### config.mk
export PLATFORM = sky130hd
export DESIGN_NAME = scsi_dma_chan
export DESIGN_NICKNAME = d
export VERILOG_FILES = /design/src/rtl/scsi_dma_pkg.sv /design/src/rtl/dma_cmd_dec.sv /design/src/rtl/dma_xfer_calc.sv /design/src/rtl/dma_stat_reg.sv /design/src/rtl/scsi_dma_chan.sv
export SDC_FILE = /design/constraint.sdc
export NUM_CORES = 1
export LEC_CHECK = 0
export BUFFER_PORTS_ARGS = -buffer_cell sky130_fd_sc_hd__buf_2
export CAP_MARGIN = 25
export CORE_ASPECT_RATIO = 2
export CORE_MARGIN = 5
export CORE_UTILIZATION = 30
export DETAILED_ROUTE_END_ITERATION = 8
export PLACE_DENSITY = 0.48
export SYNTH_ARGS = -nofsm -noshare
export SYNTH_HDL_FRONTEND = slang
export SYNTH_SLANG_ARGS = --single-unit
### constraint.sdc
create_clock -name clk_i -period 7.6 [get_ports clk_i]
set_input_delay 0.76 -clock clk_i [delete_from_list [all_inputs] [get_ports clk_i]]
set_output_delay 0.76 -clock clk_i [all_outputs]
set_load 0.02 [all_outputs]
### src/rtl/scsi_dma_pkg.sv
package scsi_dma_pkg;
  typedef enum logic [2:0] {
    IDX_CMD  = 3'd0,
    IDX_SCNT = 3'd1,
    IDX_SADR = 3'd2,
    IDX_WCNT = 3'd3,
    IDX_WADR = 3'd4,
    IDX_STAT = 3'd5,
    IDX_SDSC = 3'd6,
    IDX_WDSC = 3'd7
  } reg_idx_e;

  typedef enum logic [1:0] {
    OP_IDLE  = 2'd0,
    OP_FLUSH = 2'd1,
    OP_ABORT = 2'd2,
    OP_START = 2'd3
  } dma_op_e;

  localparam int CMD_DIR_BIT = 7;
  localparam int STAT_W      = 6;
  localparam int ST_ERR      = 1;
  localparam int ST_ABT      = 2;
  localparam int ST_DONE     = 3;
  localparam int ST_IRQ      = 4;
endpackage

### src/rtl/dma_cmd_dec.sv
module dma_cmd_dec
  import scsi_dma_pkg::*;
(
  input  logic       cmd_wr_i,
  input  logic [1:0] op_i,
  output logic       do_idle_o,
  output logic       do_abort_o,
  output logic       do_start_o
);
  dma_op_e op;
  assign op = dma_op_e'(op_i);

  always_comb begin
    do_idle_o  = 1'b0;
    do_abort_o = 1'b0;
    do_start_o = 1'b0;
    if (cmd_wr_i) begin
      unique case (op)
        OP_IDLE:  do_idle_o  = 1'b1;
        OP_FLUSH: ;
        OP_ABORT: do_abort_o = 1'b1;
        OP_START: do_start_o = 1'b1;
      endcase
    end
  end
endmodule

### src/rtl/dma_xfer_calc.sv
module dma_xfer_calc #(
  parameter int DATA_W = 32,
  parameter int LEN_W  = 8
) (
  input  logic              req_i,
  input  logic              dir_i,
  input  logic              dir_sel_i,
  input  logic [LEN_W-1:0]  len_i,
  input  logic [DATA_W-1:0] wcnt_i,
  input  logic [DATA_W-1:0] wadr_i,
  output logic              take_o,
  output logic [LEN_W-1:0]  len_o,
  output logic [DATA_W-1:0] wcnt_nx_o,
  output logic [DATA_W-1:0] wadr_nx_o,
  output logic              hit_zero_o
);
  logic              accept;
  logic [LEN_W-1:0]  eff;
  logic [DATA_W-1:0] len_ext;

  assign len_ext = DATA_W'(len_i);
  assign accept  = req_i && (dir_i == dir_sel_i);

  always_comb begin
    if (wcnt_i < len_ext) eff = wcnt_i[LEN_W-1:0];
    else                  eff = len_i;
  end

  assign len_o      = accept ? eff : '0;
  assign take_o     = accept && (eff != '0);
  assign wcnt_nx_o  = wcnt_i - DATA_W'(eff);
  assign wadr_nx_o  = wadr_i + DATA_W'(eff);
  assign hit_zero_o = take_o && (wcnt_nx_o == '0);
endmodule

### src/rtl/dma_stat_reg.sv
module dma_stat_reg
  import scsi_dma_pkg::*;
(
  input  logic              clk_i,
  input  logic              rst_ni,
  input  logic              start_i,
  input  logic              set_done_i,
  input  logic              wr_i,
  input  logic [STAT_W-1:0] wdata_i,
  input  logic              rd_i,
  input  logic              w1c_mode_i,
  output logic [STAT_W-1:0] stat_o
);
  localparam logic [STAT_W-1:0] CLR_MASK =
    STAT_W'((1 << ST_ERR) | (1 << ST_ABT) | (1 << ST_DONE));

  logic [STAT_W-1:0] stat_q, stat_d;

  always_comb begin
    stat_d = stat_q;
    if (start_i) begin
      stat_d = '0;
    end else begin
      if (wr_i && w1c_mode_i)  stat_d = stat_d & ~(wdata_i & CLR_MASK);
      if (rd_i && !w1c_mode_i) stat_d = stat_d & ~CLR_MASK;
    end
    // events win over clears in the same cycle
    if (set_done_i) stat_d[ST_DONE] = 1'b1;
  end

  always_ff @(posedge clk_i or negedge rst_ni) begin
    if (!rst_ni) stat_q <= '0;
    else         stat_q <= stat_d;
  end

  assign stat_o = stat_q;
endmodule

### src/rtl/scsi_dma_chan.sv
module scsi_dma_chan
  import scsi_dma_pkg::*;
#(
  parameter int DATA_W = 32,
  parameter int LEN_W  = 8
) (
  input  logic              clk_i,
  input  logic              rst_ni,
  input  logic              reg_wr_i,
  input  logic              reg_rd_i,
  input  logic [2:0]        reg_addr_i,
  input  logic [DATA_W-1:0] reg_wdata_i,
  output logic [DATA_W-1:0] reg_rdata_o,
  input  logic              stat_w1c_i,
  input  logic              xfer_req_i,
  input  logic              xfer_dir_i,
  input  logic [LEN_W-1:0]  xfer_len_i,
  output logic [LEN_W-1:0]  xfer_len_o,
  input  logic              core_done_i,
  input  logic              core_irq_i,
  output logic              dma_en_o,
  output logic              abort_o
);
  localparam logic [DATA_W-1:0] WADR_RST = '1;
  localparam logic [DATA_W-1:0] WDSC_RST = ~DATA_W'(2);

  reg_idx_e idx;
  assign idx = reg_idx_e'(reg_addr_i);

  logic [DATA_W-1:0] cmd_q, scnt_q, sadr_q, sdsc_q, wcnt_q, wadr_q, wdsc_q;
  logic              dma_en_q, abort_q;
  logic [STAT_W-1:0] stat_q;

  logic do_idle, do_abort, do_start;
  logic take, hit_zero, set_done;
  logic [DATA_W-1:0] wcnt_nx, wadr_nx;

  dma_cmd_dec i_cmd_dec (
    .cmd_wr_i   (reg_wr_i && (idx == IDX_CMD)),
    .op_i       (reg_wdata_i[1:0]),
    .do_idle_o  (do_idle),
    .do_abort_o (do_abort),
    .do_start_o (do_start)
  );

  dma_xfer_calc #(.DATA_W(DATA_W), .LEN_W(LEN_W)) i_xfer_calc (
    .req_i      (xfer_req_i),
    .dir_i      (xfer_dir_i),
    .dir_sel_i  (cmd_q[CMD_DIR_BIT]),
    .len_i      (xfer_len_i),
    .wcnt_i     (wcnt_q),
    .wadr_i     (wadr_q),
    .take_o     (take),
    .len_o      (xfer_len_o),
    .wcnt_nx_o  (wcnt_nx),
    .wadr_nx_o  (wadr_nx),
    .hit_zero_o (hit_zero)
  );

  assign set_done = !do_start && (core_done_i || hit_zero);

  dma_stat_reg i_stat_reg (
    .clk_i      (clk_i),
    .rst_ni     (rst_ni),
    .start_i    (do_start),
    .set_done_i (set_done),
    .wr_i       (reg_wr_i && (idx == IDX_STAT)),
    .wdata_i    (reg_wdata_i[STAT_W-1:0]),
    .rd_i       (reg_rd_i && (idx == IDX_STAT)),
    .w1c_mode_i (stat_w1c_i),
    .stat_o     (stat_q)
  );

  // start-side registers, software owned
  always_ff @(posedge clk_i or negedge rst_ni) begin
    if (!rst_ni) begin
      cmd_q  <= '0;
      scnt_q <= '0;
      sadr_q <= '0;
      sdsc_q <= '0;
    end else if (reg_wr_i) begin
      unique case (idx)
        IDX_CMD:  cmd_q  <= reg_wdata_i;
        IDX_SCNT: scnt_q <= reg_wdata_i;
        IDX_SADR: sadr_q <= reg_wdata_i;
        IDX_SDSC: sdsc_q <= reg_wdata_i;
        default:  ;
      endcase
    end
  end

  // working set, hardware owned
  always_ff @(posedge clk_i or negedge rst_ni) begin
    if (!rst_ni) begin
      wcnt_q <= '0;
      wadr_q <= WADR_RST;
      wdsc_q <= WDSC_RST;
    end else if (do_start) begin
      wcnt_q <= scnt_q;
      wadr_q <= sadr_q;
      wdsc_q <= sdsc_q;
    end else begin
      if (core_done_i) wcnt_q <= '0;
      else if (take)   wcnt_q <= wcnt_nx;
      if (take)        wadr_q <= wadr_nx;
    end
  end

  always_ff @(posedge clk_i or negedge rst_ni) begin
    if (!rst_ni) begin
      dma_en_q <= 1'b0;
      abort_q  <= 1'b0;
    end else begin
      abort_q <= do_abort;
      if (do_start)     dma_en_q <= 1'b1;
      else if (do_idle) dma_en_q <= 1'b0;
    end
  end

  assign dma_en_o = dma_en_q;
  assign abort_o  = abort_q;

  always_comb begin
    unique case (idx)
      IDX_CMD:  reg_rdata_o = cmd_q;
      IDX_SCNT: reg_rdata_o = scnt_q;
      IDX_SADR: reg_rdata_o = sadr_q;
      IDX_WCNT: reg_rdata_o = wcnt_q;
      IDX_WADR: reg_rdata_o = wadr_q;
      IDX_STAT: begin
        reg_rdata_o = DATA_W'(stat_q);
        reg_rdata_o[ST_IRQ] = stat_q[ST_IRQ] | core_irq_i;
      end
      IDX_SDSC: reg_rdata_o = sdsc_q;
      IDX_WDSC: reg_rdata_o = wdsc_q;
    endcase
  end
endmodule

==> results.toml <==
[outcome]
outcome = "finished, final reports clean"

[sta]
finalHoldViolCount = 0
fmax_mhz = 202.9
worst_pin_slew_ps = 974.1
rsz0062_at_grt = "false"
drv_slew = 0
finalSetupTns_ps = 0
finalCritPeriodShare_pct = 64.85
finalSetupViolCount = 0
relSlewSlack_pct = 34.90
period_needed_ps = 4928
finClkSkew_ps = 13.72
postLayoutSetupSlackWorst_ps = 2672

[routing]
vias = 10460
routed_via_density = 5.400
drt_iter0_drc = 661
drc = 0
drt_first_pass_iters = 5
routed_wl_um = 47020
highest_layer = "met4"
drt-met1-wl_um = 17750
wire_per_inst_um = 24.27
wl_met3_um = 1648
ant_nets = 0
wl_met2_um = 25420

[worst_setup_path]
cp_slowest_stage_delay_ps = 500
slowest_stage = "a2111oi_0"
path_max_fanout = 17
cp_num_buf_inv = 0
critPathArrivalTime_ps = 5400
required_ps = 8070
path_cells = "ha_1 > a2111oi_0 > o32ai_1 > nor2_4 > mux2_2 > ha_1 > fa_1 > nor2b_1 > o21bai_1 > a311oi_1 > or4_1 > nor3_1 > xor2_1 > nor4_1 > a31o_2"
cp_top_family = "compound AO/OA/AOI/OAI gates"
crit_top_cell = "ha_1"
critPathLaunchType = "flip-flop"
path_class = "reg -> reg"
crit_path_end_kind = "flip-flop"

[yosys]
avgSynthCellArea_um2 = 9.943
synth_edf_count = 0
synthCells = 1310
synth_flop_cell = "dfrtp_1"
seq_area_frac_synth_pct = 44.60
synthArstFlopShare_pct = 100.0
ys_ff_latch = 229
syn_area_mm2 = 0.01302
synth_nets = 1388
synth_warnings = 0
ys_types = 74

[layout]
fill_cells = 4431
multi_input_area_mm2 = 0.006784
regArea_mm2 = 0.005809
areaGrowthSynthToFinish_pct = 13.94
finalInstanceArea_mm2 = 0.01484
nets = 1448
drive_gt1_share_pct = 29.80

[placed_design]
dp_hpwl_um = 32440
port_buffers = 93
place_area_mm2 = 0.01407
place_congestion = 0.9427
pre_cts_slack_ps = 2323

[die]
die_area_mm2 = 0.04794
fp.dieH_um = 304.7
start_util_pct = 30.12
fp.dieW_um = 157.3
core_area_mm2 = 0.04324
rows = 108
ios = 94

[power]
power_density_mw_per_mm2 = 364.2
total_power_mw = 5.404
irDropWorstVdd_uv = 146.9
p_leak_nw = 6.185

[flow_run]
cap_viol_max_count = 0

[cts]
root_buffer = "clkbuf_16"
clock_sinks = 229
cts_resized = 0
h-tree-depth = 1
clock_path_buffers = 3
clkTransAtPathRegs_ps = 70
cts_hold_buf = 0
clock_latency_ps = 530
cts_buffers = 23
cts_setup_buffers = 0
cts_tree = "built"

[global_route]
grt_antenna_before_repair = 1
grt_pass1_vias = 10920
gr-total-overflow = 0
grt_pass1_wl_um = 71440
grt_max_degree = 133
grt_usage_pct = 19.52

[worst_hold_path]
hold_path.class = "in -> async"
metrics by stage:
step,hold slack [ps],std cells,utilization [%]
2_1_floorplan,436.2,1310,-
3_3_place_gp,445.3,1894,32.52
3_5_place_dp,448.3,1895,32.54
4_1_cts,321.9,1936,34.31
5_1_grt,348.8,1936,34.31
6_report,297.3,1937,34.32
metal layers:
metal | GRT usage [%] | vias up
li1 | - | 4800
met1 | 22.20 | 5271
met2 | 36.06 | 300
met3 | 2.187 | 89
met4 | 8.432 | 0
met5 | 0 | -
placed cells by master (no fill, tap or decap), types with 5 or more instances in the layout:
cell type  count
or3_1          5
nor2b_1        5
a21oi_1       57
xor2_1        14
dfrtp_1      166
nand2_1      207
o21a_1         8
o22ai_1       12
xnor2_1       44
inv_1         31
nand2b_1       6
clkbuf_8       5
mux2i_1       40
nand3_1       21
nor3_1        27
nand3b_1       5
nand4_1        7
o21ai_0       68
o31ai_1       11
o22a_1         7
buf_4         23
ha_1          24
a221oi_1      11
a31o_2         8
o221a_2        6
dfstp_2       63
nor2_1        92
o221ai_1       6
clkbuf_16     23
buf_2         91
nor4_1        12
mux2_2       142
a221o_1        7
or4_1          7
nor3b_2        6
o21ai_1       19
cells in the mapped netlist (6+ instances only):
cell	number	area share, %
nand2_1	207	6.0
dfrtp_1	166	32
mux2_2	142	12
nor2_1	94	2.7
o21ai_0	68	2.6
clkbuf_1	67	1.9
dfstp_2	63	13
a21oi_1	57	2.2
xnor2_1	44	3.0
mux2i_1	40	3.1
inv_1	31	0.89
nor3_1	29	1.1
ha_1	24	2.3
nand3_1	23	0.88
o21ai_1	19	0.73
nor4_1	14	0.67
xor2_1	14	0.94
o22ai_1	12	0.58
a221oi_1	11	0.74
o31ai_1	11	0.63
a31o_2	8	0.54
o21a_1	8	0.46
a221o_1	7	0.54
nand4_1	7	0.34
o22a_1	7	0.47
or4_1	7	0.40
nand2b_1	6	0.29
nor3b_2	6	0.58
o221a_2	6	0.52
o221ai_1	6	0.40
cell families (layout without fill, tap and decap cells):
logic type	Yosys count	in the layout	synth area share [%]
mux	185	185	15.87
compound gates	261	261	13.25
buf+inv	113	189	3.727
flops	229	229	44.60
fa+ha+maj	26	26	2.613
simple gates	438	438	16.04
other cells	0	1	0
xor+xnor	58	58	3.900
cell type report:
class,instances,share of cell area [%]
Antenna cell,1,0.01686
Clock buffer,32,4.443
Clock inverter,9,0.7166
Inverter,31,0.7841
Multi-Input combinational cell,968,45.71
Sequential cell,229,39.15
Tap cell,550,4.637
Timing Repair Buffer,117,4.544
power by group:
group | internal, mW | switching, mW | leakage (nW) | total [mW]
registers | 1.58 | 0.340 | 2.71 | 1.92
clock network | 0.676 | 0.513 | 0.369 | 1.19
logic | 0.910 | 1.39 | 3.11 | 2.30
total | 3.17 | 2.24 | 6.18 | 5.40
state kept, by name (all words and copies together) (netlist names):
register           flops
cmd_q                 32
sadr_q                32
scnt_q                32
sdsc_q                32
wadr_q                32
wcnt_q                32
wdsc_q                32
i_stat_reg.stat_o      3
abort_o                1
dma_en_o               1
final timing paths:
| check | startpoint | endpoint | slack, ps | cells after the start |
|---|---|---|---|---|
| worst max-delay path | wcnt_q[1]$_DFFE_PN0P_ | i_stat_reg.stat_o[3]$_DFFE_PN0P_ | 2670 | 15 |
| worst min-delay path | rst_ni | sdsc_q[10]$_DFFE_PN0P_ | 300 | 1 |
| worst max register to register | wcnt_q[1]$_DFFE_PN0P_ | i_stat_reg.stat_o[3]$_DFFE_PN0P_ | 2670 | 15 |
| worst min register to register | wdsc_q[24]$_DFFE_PN1P_ | wdsc_q[24]$_DFFE_PN1P_ | 460 | 2 |
| max in group asynchronous | rst_ni | sadr_q[27]$_DFFE_PN0P_ | 6080 | 2 |
| min in group clk_i | wdsc_q[24]$_DFFE_PN1P_ | wdsc_q[24]$_DFFE_PN1P_ | 460 | 2 |
No activity file was read; power rests on OpenSTA's default activity.
